**config.mk**
```make
export PLATFORM = sky130hd
export DESIGN_NAME = tx_serializer
export DESIGN_NICKNAME = d
export VERILOG_FILES = /design/src/rtl/tx_ser_pkg.sv /design/src/rtl/tx_ser_tsel.sv /design/src/rtl/tx_ser_shift.sv /design/src/rtl/tx_ser_hclk.sv /design/src/rtl/tx_serializer.sv
export SDC_FILE = /design/constraint.sdc
export NUM_CORES = 1
export LEC_CHECK = 0
export CAP_MARGIN = 10
export CORE_ASPECT_RATIO = 0.7
export CORE_MARGIN = 2
export CORE_UTILIZATION = 30
export CTS_CLUSTER_DIAMETER = 40
export DETAILED_ROUTE_END_ITERATION = 8
export GPL_TIMING_DRIVEN = 0
export PLACE_DENSITY = 0.65
export SKIP_LAST_GASP = 1
export SYNTH_ARGS = -nofsm -noshare
export SYNTH_HDL_FRONTEND = slang
export SYNTH_SLANG_ARGS = --single-unit
```
**constraint.sdc**
```tcl
create_clock -name clk -period 1.6 [get_ports clk]
set_input_delay 0.16 -clock clk [delete_from_list [all_inputs] [get_ports clk]]
set_output_delay 0.16 -clock clk [all_outputs]
set_load 0.01 [all_outputs]
```
**src/rtl/tx_ser_pkg.sv**
```systemverilog
package tx_ser_pkg;
  localparam int unsigned WORD_W_DEF = 8;
  localparam int unsigned NIB_W_DEF  = 4;

  // bits per word for the latched mode
  function automatic int unsigned word_len(input logic par, input logic byte_w,
                                           input int unsigned ww, input int unsigned nw);
    if (!par) return 1;
    return byte_w ? ww : nw;
  endfunction

  // recovered timing when hub side or remote loopback
  function automatic logic pick_recovered(input logic host, input logic rloop);
    return (!host) || rloop;
  endfunction
endpackage

```
**src/rtl/tx_ser_tsel.sv**
```systemverilog
module tx_ser_tsel (
  input  logic cfg_host,
  input  logic cfg_rloop,
  input  logic ref_bit_en,
  input  logic rec_bit_en,
  output logic use_rec,
  output logic bit_en
);
  import tx_ser_pkg::*;
  always_comb begin
    use_rec = pick_recovered(cfg_host, cfg_rloop);
    bit_en  = use_rec ? rec_bit_en : ref_bit_en;
  end
endmodule

```
**src/rtl/tx_ser_shift.sv**
```systemverilog
module tx_ser_shift #(
  parameter int unsigned WORD_W = 8,
  localparam int unsigned LW = $clog2(WORD_W + 1),
  localparam int unsigned CW = $clog2(WORD_W)
) (
  input  logic              clk,
  input  logic              rst_n,
  input  logic              bit_en,
  input  logic              is_par,
  input  logic              is_byte,
  input  logic [LW-1:0]     len,
  input  logic              ser_din,
  input  logic [WORD_W-1:0] par_din,
  output logic [CW-1:0]     cnt,
  output logic              load,
  output logic              line_q
);
  logic [WORD_W-1:0] sreg;
  logic              last;

  always_comb begin
    load = bit_en && (cnt == '0);
    last = (int'(cnt) == int'(len) - 1);
  end

  always_ff @(posedge clk) begin
    if (!rst_n) begin
      cnt    <= '0;
      sreg   <= '0;
      line_q <= 1'b0;
    end else if (bit_en) begin
      cnt <= last ? '0 : cnt + 1'b1;
      if (!is_par) begin
        line_q <= ser_din;
      end else if (cnt == '0) begin
        line_q <= par_din[int'(len) - 1];
        sreg   <= par_din << (WORD_W - int'(len) + 1);
      end else begin
        line_q <= sreg[WORD_W-1];
        sreg   <= sreg << 1;
      end
    end
  end

  AST_HOLD_NO_SLOT: assert property (@(posedge clk) disable iff (!rst_n)
    !bit_en |=> $stable(line_q) && $stable(cnt));
  AST_SERIAL_PASS: assert property (@(posedge clk) disable iff (!rst_n)
    (bit_en && !is_par) |=> line_q == $past(ser_din));
  AST_BYTE_MSB_FIRST: assert property (@(posedge clk) disable iff (!rst_n)
    (load && is_par && is_byte) |=> line_q == $past(par_din[WORD_W-1]));
endmodule

```
**src/rtl/tx_ser_hclk.sv**
```systemverilog
module tx_ser_hclk #(
  parameter int unsigned WORD_W = 8,
  localparam int unsigned LW = $clog2(WORD_W + 1),
  localparam int unsigned CW = $clog2(WORD_W)
) (
  input  logic          clk,
  input  logic          rst_n,
  input  logic          bit_en,
  input  logic          is_par,
  input  logic          load,
  input  logic [CW-1:0] cnt,
  input  logic [LW-1:0] len,
  input  logic          ref_clk_in,
  output logic          host_clk_out
);
  logic div_q;

  always_ff @(posedge clk) begin
    if (!rst_n) div_q <= 1'b0;
    else if (bit_en) div_q <= (int'(cnt) < int'(len) / 2);
  end

  always_comb host_clk_out = is_par ? div_q : ref_clk_in;

  AST_HCLK_RISE_AT_LOAD: assert property (@(posedge clk) disable iff (!rst_n)
    $rose(div_q) |-> $past(load));
endmodule

```
**src/rtl/tx_serializer.sv**
```systemverilog
module tx_serializer #(
  parameter int unsigned WORD_W = tx_ser_pkg::WORD_W_DEF,
  parameter int unsigned NIB_W  = tx_ser_pkg::NIB_W_DEF
) (
  input  logic              clk,
  input  logic              rst_n,
  input  logic              cfg_par,
  input  logic              cfg_byte,
  input  logic              cfg_host,
  input  logic              cfg_rloop,
  input  logic              cfg_lloop,
  input  logic              ref_bit_en,
  input  logic              rec_bit_en,
  input  logic              ref_clk_in,
  input  logic              ser_din,
  input  logic [WORD_W-1:0] par_din,
  output logic              host_clk_out,
  output logic              line_out,
  output logic              loop_out,
  output logic              use_rec_timing
);
  import tx_ser_pkg::*;
  localparam int unsigned LW = $clog2(WORD_W + 1);
  localparam int unsigned CW = $clog2(WORD_W);

  logic          mode_par, mode_byte, bit_en, load, line_q;
  logic [LW-1:0] len;
  logic [CW-1:0] cnt;

  // format selects are captured only while reset is held
  always_ff @(posedge clk) begin
    if (!rst_n) begin
      mode_par  <= cfg_par;
      mode_byte <= cfg_byte;
    end
  end

  always_comb len = LW'(word_len(mode_par, mode_byte, WORD_W, NIB_W));

  tx_ser_tsel u_tsel (
    .cfg_host(cfg_host), .cfg_rloop(cfg_rloop),
    .ref_bit_en(ref_bit_en), .rec_bit_en(rec_bit_en),
    .use_rec(use_rec_timing), .bit_en(bit_en)
  );

  tx_ser_shift #(.WORD_W(WORD_W)) u_shift (
    .clk(clk), .rst_n(rst_n), .bit_en(bit_en), .is_par(mode_par),
    .is_byte(mode_byte), .len(len), .ser_din(ser_din), .par_din(par_din),
    .cnt(cnt), .load(load), .line_q(line_q)
  );

  tx_ser_hclk #(.WORD_W(WORD_W)) u_hclk (
    .clk(clk), .rst_n(rst_n), .bit_en(bit_en), .is_par(mode_par),
    .load(load), .cnt(cnt), .len(len), .ref_clk_in(ref_clk_in),
    .host_clk_out(host_clk_out)
  );

  always_comb begin
    line_out = line_q;
    loop_out = cfg_lloop & line_q;
  end

  AST_MODE_HELD: assert property (@(posedge clk) disable iff (!rst_n)
    1'b1 |=> $stable(mode_par) && $stable(mode_byte));
  AST_LOOP_QUIET: assert property (@(posedge clk) disable iff (!rst_n)
    !cfg_lloop |-> !loop_out);
  AST_RESET_LOW: assert property (@(posedge clk)
    !rst_n |=> !line_out);
endmodule

```
==> impl_metrics.py, run 1 <==
metrics = {
    "grt": {
        "grt_pass1_wl_um": 3420,
        "grt_overflow_total": 0,
        "grt_pass1_vias": 704,
        "grt_use_total_pct": 13.9,
        "grt_max_degree": 11,
        "antenna_found_initial": 0,
    },
    "die": {
        "die_area_sq_mm": 0.00332,
        "core_area_sq_mm": 0.00276,
        "pin_count": 23,
        "die_y_um": 48.8,
        "rows": 16,
        "fp.dieW_um": 68.0,
        "start_util_pct": 31.2,
    },
    "logic_synthesis": {
        "synthesis.nets": 111,
        "yosys_warnings": 0,
        "synth_seq_cells": 15,
        "synth_area_sq_um": 861,
        "synthTopCellsByArea": "dfxtp_1 30%, edfxtp_1 7.0%, a211oi_2 5.8%",
        "yosysTopAreaCellShare_pct": 30.2,
        "synth.largest_area_cell": "dfxtp_1",
        "yosysSeqAreaShare_pct": 37.2,
        "syn_avg_cell_area_sq_um": 9.67,
        "synth_cells": 89,
        "yosysUniqueCellTypes": 32,
    },
    "sta": {
        "skew_ps": 2.49,
        "fmax_ghz": 0.665,
        "rsz0062_at_grt": "false",
        "period_share_pct": 94.0,
        "drv_slew": 0,
        "max_slew_margin_pct": 65.9,
        "hold_slack_ps": 327,
        "min_period_ps": 1500,
        "report.final.hold_viol_count": 0,
        "tightest_slew_ps": 497,
        "fin_ws_ps": 95.7,
        "setup_viol": 0,
    },
    "layout": {
        "antenna_cells": 0,
        "drive_gt1_share_pct": 17.1,
        "final_cell_mix": "20 x clkdlybuf4s50_1, 13 x dfxtp_1, 11 x nand2_1, 9 x a21oi_1, 5 x mux2i_1",
        "design_area_sq_mm": 0.00119,
        "final_common_cell": "clkdlybuf4s50_1",
        "area_growth_pct": 38.1,
        "fin_cells": 153,
        "fin_nets": 140,
    },
    "place": {
        "finalWeightedCongestion": 0.850,
        "dp.cells": 146,
        "port-buffer-count": 21,
        "post-dp-hpwl_um": 1590,
        "placed_cell_area_sq_mm": 0.00112,
        "post-place-ws_ps": -130,
    },
    "worst_hold_path": {
        "hold_start": "rst_n",
        "hp-class": "input pin to flop",
        "whs_endpoint": "u_shift.sreg[0]$_SDFFE_PN0P_",
        "worstHoldPathCells": 3,
    },
    "critical_path": {
        "cp_slowest_cell": "edfxtp_1",
        "startpoint_type": "flop",
        "max_stage_delay_ps": 410,
        "worst-r2r-setup-slack_ps": 110,
        "critical_path_class": "flop to output pin",
        "crit_chain": "buf_6, mux2_2, dlygate4sd2_1",
        "crit_fanout": 3,
        "r2r-start": "u_shift.cnt[0]$_SDFFE_PN0P_",
        "worstRegToRegCells": 6,
        "crit_arrival_ps": 1340,
        "worstPathRequired_ps": 1440,
        "rr_endpoint": "u_shift.sreg[3]$_SDFFE_PN0P_",
        "worstSetupEndpointType": "output pin",
    },
    "power": {
        "switching_share_pct": 27.0,
        "pwr-share-seq_pct": 43.6,
        "intPower_mw": 0.717,
        "pwr-share-comb_pct": 24.8,
        "powerDensity_mw_per_mm2": 826,
        "leakagePower_nw": 0.480,
        "power.share.clock_pct": 31.6,
        "switchingPower_mw": 0.265,
        "ir_worst_vdd_mv": 0.463,
    },
    "routing": {
        "dr.pass1.iters": 4,
        "drc_errors": 0,
        "vias_per_cell": 5.08,
        "vias": 777,
        "drt_iter0_drc": 28,
        "wirelength_um": 2160,
        "detail-route-antenna-nets": 0,
        "wire_per_inst_um": 14.1,
    },
    "cts": {
        "cts-root-buf": "clkbuf_8",
        "cts_tree": "built",
        "cts_buffers": 3,
        "cts_max_path_buffers": 2,
        "clkTransAtPathRegs_ps": 60,
        "htree_levels": 1,
        "worstSkewPairLatency_ps": 250,
        "cts_sinks": 15,
        "holdBufCountCts": 0,
    },
    "flow_run": {
        "drv_cap": 0,
    },
    "outcome": {
        "outcome": "finished clean",
    },
}
synthesized netlist by cell type:
cell type,n
dfxtp_1,13
nand2_1,11
a21oi_1,9
mux2i_1,5
a211oi_2,4
a22oi_1,4
inv_1,4
buf_2,3
ha_1,3
o2111ai_1,3
o211a_1,3
buf_6,2
edfxtp_1,2
mux2_2,2
nand3_1,2
nor2_1,2
or3_1,2
and2_1,1
and2_4,1
clkbuf_1,1
mux2_1,1
mux2_4,1
nand2b_1,1
nand3b_1,1
nand4b_1,1
nor2b_4,1
nor3_1,1
o21a_1,1
o21ai_0,1
o32ai_1,1
o41ai_1,1
or3b_1,1
logic make-up after synthesis:
family / after synthesis / synth area share (%)
AO/OA/AOI/OAI: 27 / 24.6
adder cells (fa/ha/maj): 3 / 4.36
buffers and inverters: 10 / 6.54
flip-flops: 15 / 37.2
multiplexers: 9 / 11.5
AND/OR/NAND/NOR: 25 / 15.8
state kept, by name, summed over array words and instances (netlist names):
signal          count
u_shift.cnt         3
mode_byte           1
mode_par            1
u_shift.sreg        8
u_hclk.div_q        1
u_shift.line_q      1
area by class of cell:
class | count | area [sq um]
Timing Repair Buffer | 24 | 231
Fill cell | 259 | 1570
Inverter | 4 | 15.0
Multi-Input combinational cell | 64 | 484
Buffer | 6 | 47.5
Sequential cell | 15 | 320
Tap cell | 36 | 45.0
Clock buffer | 4 | 45.0
power groups by stage:
| stage | Clock (mW) | Sequential [mW] | Combinational (mW) |
|---|---|---|---|
| final | 0.311 | 0.428 | 0.243 |
| after global routing | 0.342 | 0.431 | 0.267 |
| after CTS | 0.319 | 0.427 | 0.238 |
| after detailed placement | 0 | 0.437 | 0.232 |
| after global placement | 0 | 0.436 | 0.225 |
| after floorplan | 0 | 0.433 | 0.141 |
routing by layer:
layer / track usage, % / share of wire (%)
met1: 20.7 / 48
met2: 18.4 / 42
met3: 4.85 / 8.3
met4: 4.33 / 0.97
met5: 0 / 0
how the worst max path moves through the flow:
stage | startpoint | end | slack, ps
floorplan | mode_byte$_DFFE_PN_ | u_shift.line_q$_SDFFE_PN0P_ | 250
global placement | cfg_host | u_shift.sreg[6]$_SDFFE_PN0P_ | -100
detailed placement | cfg_host | u_shift.sreg[6]$_SDFFE_PN0P_ | -130
CTS | mode_par$_DFFE_PN_ | host_clk_out | 20
global route | u_shift.cnt[0]$_SDFFE_PN0P_ | u_shift.sreg[2]$_SDFFE_PN0P_ | 0.8
finish | mode_par$_DFFE_PN_ | host_clk_out | 100
metrics by stage:
| stage | util (%) | total power [mW] | TNS [ps] |
|---|---|---|---|
| global route | 43.0 | 1.04 | 0 |
| global placement | 40.4 | 0.660 | -636 |
| finish | 43.0 | 0.982 | 0 |
| detailed placement | 40.4 | 0.669 | -1050 |
| floorplan | - | 0.574 | 0 |
| CTS | 42.5 | 0.985 | 0 |
critical path, delay by kind of cell (launching register included):
family / cells / cell delay, ps
buffers and inverters: 2 / 420
multiplexers: 1 / 260
flip-flops: 1 / 410
timing repair:
action	4_1_cts	5_1_grt
gates cloned	0	0
buffers inserted	1	2
resized for setup	3	0
endpoints found under the setup margin	1	1
No activity file was read; power rests on OpenSTA's default activity.
==> inputs of run 2 (changes only) <==
--- a/config.mk
+++ b/config.mk
@@ -12,7 +12,7 @@
 export CTS_CLUSTER_DIAMETER = 40
 export DETAILED_ROUTE_END_ITERATION = 8
 export GPL_TIMING_DRIVEN = 0
-export PLACE_DENSITY = 0.65
+export PLACE_DENSITY = 0.51
 export SKIP_LAST_GASP = 1
 export SYNTH_ARGS = -nofsm -noshare
 export SYNTH_HDL_FRONTEND = slang
==> constraint.sdc (replaced) <==
create_clock -name clk -period 1.5 [get_ports clk]
set_input_delay 0.15 -clock clk [delete_from_list [all_inputs] [get_ports clk]]
set_output_delay 0.15 -clock clk [all_outputs]
set_load 0.01 [all_outputs]
==> run 2 against run 1 <==
  * Non-clock buffer count decreased by 2
  * Register-to-register slack got worse by 30 ps
  * Combinational power up 4%
  * Cell area fell by 0.74%
  * Critical path depth unchanged
  * Largest cell class unchanged
  * First-iteration DRC count fell by 18%
  * Die area did not move
==> impl_metrics.py, run 2 (synthesis gave the netlist of run 1 again) <==
metrics = {
    "outcome": {
        "outcome": "finished clean",
    },
    "layout": {
        "fin_nets": 138,
        "final_cell_mix": "20 x clkdlybuf4s50_1, 11 x nand2_1, 11 x dfxtp_1, 8 x a21oi_1, 5 x mux2i_1",
        "seqCellArea_sq_um": 325,
        "largest_register": "u_shift.sreg",
        "antenna_cells": 0,
        "fillers": 281,
        "largest_registers": "u_shift.sreg x8, u_shift.cnt x3",
        "largest_reg_flops": 8,
        "drive_gt1_share_pct": 18.3,
        "multi_input_area_sq_um": 488,
        "final_common_cell": "clkdlybuf4s50_1",
        "area_growth_pct": 37.1,
    },
    "cts": {
        "clkTransAtPathRegs_ps": 60,
        "cts_max_path_buffers": 2,
        "cts_buffers": 3,
        "holdBufCountCts": 0,
        "cts_sinks": 15,
        "cts_tree": "built",
        "cts-root-buf": "clkbuf_8",
        "worstSkewPairLatency_ps": 240,
        "htree_levels": 1,
    },
    "grt": {
        "grt_pass1_wl_um": 3190,
        "grt_max_degree": 11,
        "antenna_found_initial": 0,
        "grt_pass1_vias": 684,
        "grt_use_total_pct": 12.8,
        "grt_overflow_total": 0,
    },
    "routing": {
        "wirelength_um": 2020,
        "wire_per_inst_um": 13.4,
        "drc_errors": 0,
        "dr.pass1.iters": 4,
        "vias_per_cell": 4.97,
        "vias": 751,
        "detail-route-antenna-nets": 0,
        "drt_iter0_drc": 23,
    },
    "sta": {
        "rsz0062_at_grt": "true",
        "max_slew_margin_pct": 65.9,
        "setup_viol": 0,
        "min_period_ps": 1440,
        "fmax_ghz": 0.694,
        "tns_ps": 0,
        "report.final.hold_viol_count": 0,
        "drv_slew": 0,
        "period_share_pct": 96.0,
        "skew_ps": 2.79,
        "tightest_slew_ps": 498,
    },
    "power": {
        "switching_share_pct": 26.3,
        "intPower_mw": 0.760,
        "ir_worst_vdd_mv": 0.466,
        "powerDensity_mw_per_mm2": 875,
        "pwr-share-seq_pct": 44.3,
        "power.share.clock_pct": 31.3,
        "leakagePower_nw": 0.469,
        "p_total_mw": 1.03,
        "switchingPower_mw": 0.272,
        "pwr-share-comb_pct": 24.4,
    },
    "die": {
        "rows": 16,
        "die_area_sq_mm": 0.00332,
        "die_y_um": 48.8,
        "pin_count": 23,
        "core_area_sq_mm": 0.00276,
        "start_util_pct": 31.2,
        "fp.dieW_um": 68.0,
    },
    "critical_path": {
        "startpoint_type": "flop",
        "crit_fanout": 2,
        "worstSetupEndpointType": "output pin",
        "critical_path_class": "flop to output pin",
        "worstPathRequired_ps": 1350,
        "crit_arrival_ps": 1290,
        "worstRegToRegCells": 6,
    },
    "worst_hold_path": {
        "worstHoldPathCells": 3,
        "hp-class": "input pin to flop",
    },
    "place": {
        "port-buffer-count": 21,
        "finalWeightedCongestion": 0.723,
        "post-dp-hpwl_um": 1540,
    },
    "flow_run": {
        "drv_cap": 0,
    },
}
[run 2: path summary, 6_finish.rpt]
check | startpoint | to | slack [ps]
worst max register to register | u_shift.cnt[0]$_SDFFE_PN0P_ | u_shift.line_q$_SDFFE_PN0P_ | 80
worst min register to register | u_shift.sreg[0]$_SDFFE_PN0P_ | u_shift.sreg[0]$_SDFFE_PN0P_ | 430
worst min-delay path | rst_n | u_shift.sreg[0]$_SDFFE_PN0P_ | 350
worst max-delay path | mode_par$_DFFE_PN_ | host_clk_out | 60
[run 2: routing by layer]
layer | global-route usage [%] | wire [um] | vias up | part of all wire [%]
met5 | 0 | 0 | - | 0
met4 | 2.00 | 13 | 0 | 0.64
met3 | 5.08 | 120 | 2 | 5.9
met2 | 16.8 | 829 | 20 | 41
met1 | 19.7 | 1060 | 348 | 52
li1 | - | - | 381 | -
[run 2: cell type report]
type	instances	share of cell area, %
flip-flops and latches	15	27.6
plain buffers	5	3.08
multi-input cells	64	41.4
inverters	4	1.27
clock buffers	4	3.82
repair buffers	23	19.1
well taps	36	3.82
[run 2: critical path: stages (launching register included)]
cell and delay (ps):
edfxtp_1 420, buf_6 140, mux2_2 250, clkdlybuf4s15_1 230
[run 2: power by group through the flow]
stage               combinational [mW]  sequential, mW  clock [mW]
detailed placement               0.245           0.467           0
finish                           0.252           0.457       0.323
CTS                              0.255           0.457       0.340
global placement                 0.243           0.466           0
global route                     0.273           0.460       0.360
floorplan                        0.150           0.462           0
[run 2: timing repair]
item,4_1_cts,5_1_grt
pin swaps,0,1
resized for setup,5,3
buffers inserted,2,0
endpoints found under the setup margin,2,8
[run 2: stage by stage]
stage          hold slack, ps  instances  area [sq um]  utilization [%]  setup WS [ps]
3_5_place_dp              427        146          1120             40.4           -224
4_1_cts                   351        152          1180             42.8           3.72
5_1_grt                   359        151          1180             42.7          -20.3
6_report                  350        151          1180             42.7           59.8
2_1_floorplan             249         89           861                -            152
3_3_place_gp              422        146          1120             40.4           -199
==> inputs of run 3 (changes only) <==
--- a/config.mk
+++ b/config.mk
@@ -13,6 +13,7 @@
 export DETAILED_ROUTE_END_ITERATION = 8
 export GPL_TIMING_DRIVEN = 0
 export PLACE_DENSITY = 0.51
+export SETUP_SLACK_MARGIN = 0.02
 export SKIP_LAST_GASP = 1
 export SYNTH_ARGS = -nofsm -noshare
 export SYNTH_HDL_FRONTEND = slang
==> run 3 against run 2 <==
  * Die area is the same
  * Combinational power grew 6%
  * Routed wire length grew 1.4%
  * Largest cell class unchanged
  * Clock skew grew 1.7 ps
  * Sequential share of layout area shrank 0.67 points
  * Cell area grew 3.3%
  * Register-to-register slack is essentially flat
==> impl_metrics.py, run 3 (synthesis gave the netlist of run 1 again) <==
metrics = {
    "outcome": {
        "outcome": "finished clean",
    },
    "critical_path": {
        "crit_arrival_ps": 1550,
        "startpoint_type": "input pin",
        "worstSetupEndpoint": "u_shift.sreg[4]$_SDFFE_PN0P_",
        "r2r-start": "u_shift.cnt[0]$_SDFFE_PN0P_",
        "rr_endpoint": "u_shift.line_q$_SDFFE_PN0P_",
        "crit_path_start": "cfg_host",
        "crit_fanout": 10,
        "worstRegToRegCells": 6,
        "worstSetupEndpointType": "flop",
        "critical_path_class": "input pin to flop",
        "crit_cells": 6,
        "worst_path_dominant_cell_family": "buffers and inverters",
        "worstPathRequired_ps": 1620,
        "cp_slowest_cell": "clkdlybuf4s50_1",
        "crit_chain": "clkdlybuf4s50_1, nor2b_4, mux2_4, buf_2, a21oi_1, a211oi_2",
        "worst-r2r-setup-slack_ps": 80,
        "max_stage_delay_ps": 450,
        "critPathBufInv": 2,
    },
    "layout": {
        "fillers": 277,
        "fin_nets": 141,
        "area_growth_pct": 41.6,
        "fin_cells": 154,
        "antenna_cells": 0,
        "largest_register": "u_shift.sreg",
        "final_cell_mix": "19 x clkdlybuf4s50_1, 11 x nand2_1, 11 x dfxtp_1, 6 x buf_4, 6 x a21oi_1",
        "multi_input_area_sq_um": 502,
        "seqCellArea_sq_um": 328,
        "largest_registers": "u_shift.sreg x8, u_shift.cnt x3",
        "final_common_cell": "clkdlybuf4s50_1",
        "fin_util_pct": 44.1,
        "design_area_sq_mm": 0.00122,
        "drive_gt1_share_pct": 23.7,
        "largest_reg_flops": 8,
    },
    "sta": {
        "min_period_ps": 1430,
        "setup_viol": 0,
        "period_share_pct": 95.1,
        "drv_slew": 0,
        "max_slew_margin_pct": 66.9,
        "tns_ps": 0,
        "fmax_ghz": 0.701,
        "rsz0062_at_grt": "true",
        "skew_ps": 4.46,
        "tightest_slew_ps": 483,
        "report.final.hold_viol_count": 0,
        "hold_slack_ps": 342,
    },
    "cts": {
        "htree_levels": 1,
        "cts-root-buf": "clkbuf_8",
        "cts_tree": "built",
        "cts_max_path_buffers": 2,
        "clkTransAtPathRegs_ps": 60,
        "worstSkewPairLatency_ps": 240,
        "cts_buffers": 3,
        "cts_sinks": 15,
    },
    "place": {
        "finalWeightedCongestion": 0.723,
        "port-buffer-count": 21,
        "dp.cells": 146,
        "post-dp-hpwl_um": 1540,
        "placed_cell_area_sq_mm": 0.00112,
    },
    "power": {
        "power.share.clock_pct": 31.0,
        "pwr-share-seq_pct": 43.5,
        "pwr-share-comb_pct": 25.5,
        "leakagePower_nw": 0.492,
        "powerDensity_mw_per_mm2": 862,
        "switching_share_pct": 26.6,
        "ir_worst_vdd_mv": 0.462,
        "intPower_mw": 0.771,
        "switchingPower_mw": 0.279,
    },
    "die": {
        "start_util_pct": 31.2,
        "fp.dieW_um": 68.0,
        "rows": 16,
        "die_y_um": 48.8,
        "pin_count": 23,
        "core_area_sq_mm": 0.00276,
        "die_area_sq_mm": 0.00332,
    },
    "routing": {
        "vias_per_cell": 5.01,
        "vias": 771,
        "drc_errors": 0,
        "wire_per_inst_um": 13.3,
        "dr.pass1.iters": 4,
        "wirelength_um": 2050,
        "detail-route-antenna-nets": 0,
        "drt_iter0_drc": 25,
    },
    "worst_hold_path": {
        "hp-class": "input pin to flop",
    },
    "grt": {
        "grt_max_degree": 11,
        "grt_pass1_vias": 684,
        "grt_pass1_wl_um": 3190,
        "grt_use_total_pct": 12.8,
        "antenna_found_initial": 0,
        "grt_overflow_total": 0,
    },
    "flow_run": {
        "drv_cap": 0,
    },
}
==> run 3: layer usage <==
| layer | track usage [%] | wire [um] |
|---|---|---|
| met5 | 0 | 0 |
| met4 | 2.00 | 13 |
| met3 | 5.08 | 145 |
| met1 | 19.7 | 1030 |
| met2 | 16.8 | 857 |
==> run 3: through the flow <==
step	power (mW)	setup WS, ps
6_report	1.05	73.1
5_1_grt	1.11	-1.70
4_1_cts	1.05	3.72
3_5_place_dp	0.712	-224
3_3_place_gp	0.709	-199
2_1_floorplan	0.612	152
==> run 3: layout make-up <==
type	instances	area share, %
Clock buffer	4	3.70
Buffer	5	3.18
Multi-Input combinational cell	64	41.2
Inverter	4	1.23
Tap cell	36	3.70
Timing Repair Buffer	26	20.1
Sequential cell	15	26.9
==> run 3: worst min path at each step <==
stage | from | end | slack, ps | cells past startpoint
finish | rst_n | u_shift.sreg[0]$_SDFFE_PN0P_ | 340 | 3
global placement | u_shift.sreg[0]$_SDFFE_PN0P_ | u_shift.sreg[0]$_SDFFE_PN0P_ | 420 | 2
floorplan | cfg_byte | mode_byte$_DFFE_PN_ | 250 | 0
global route | rst_n | u_shift.sreg[0]$_SDFFE_PN0P_ | 360 | 3
detailed placement | u_shift.sreg[0]$_SDFFE_PN0P_ | u_shift.sreg[0]$_SDFFE_PN0P_ | 430 | 2
CTS | rst_n | u_shift.sreg[0]$_SDFFE_PN0P_ | 350 | 3
==> run 3: worst reg2reg max path, stage by stage (launching register included) <==
cell      delay (ps)
dfxtp_4          370
inv_1             60
ha_1             190
nand2b_1         160
mux2_4           320
mux2i_1          130
a21oi_1           70
==> run 3: repair_timing <==
action / 4_1_cts / 5_1_grt
hold endpoints to repair: 0 / 0
setup endpoints to repair: 7 / 11
hold buffers: 0 / 0
pin swaps: 0 / 2
resized for setup: 5 / 12
setup buffers: 2 / 3
==> run 3: power groups by stage <==
stage	Sequential (mW)	Combinational [mW]	Clock (mW)
after CTS	0.457	0.255	0.340
after global placement	0.466	0.243	0
after global routing	0.460	0.291	0.360
after detailed placement	0.467	0.245	0
after floorplan	0.462	0.150	0
final	0.457	0.268	0.325
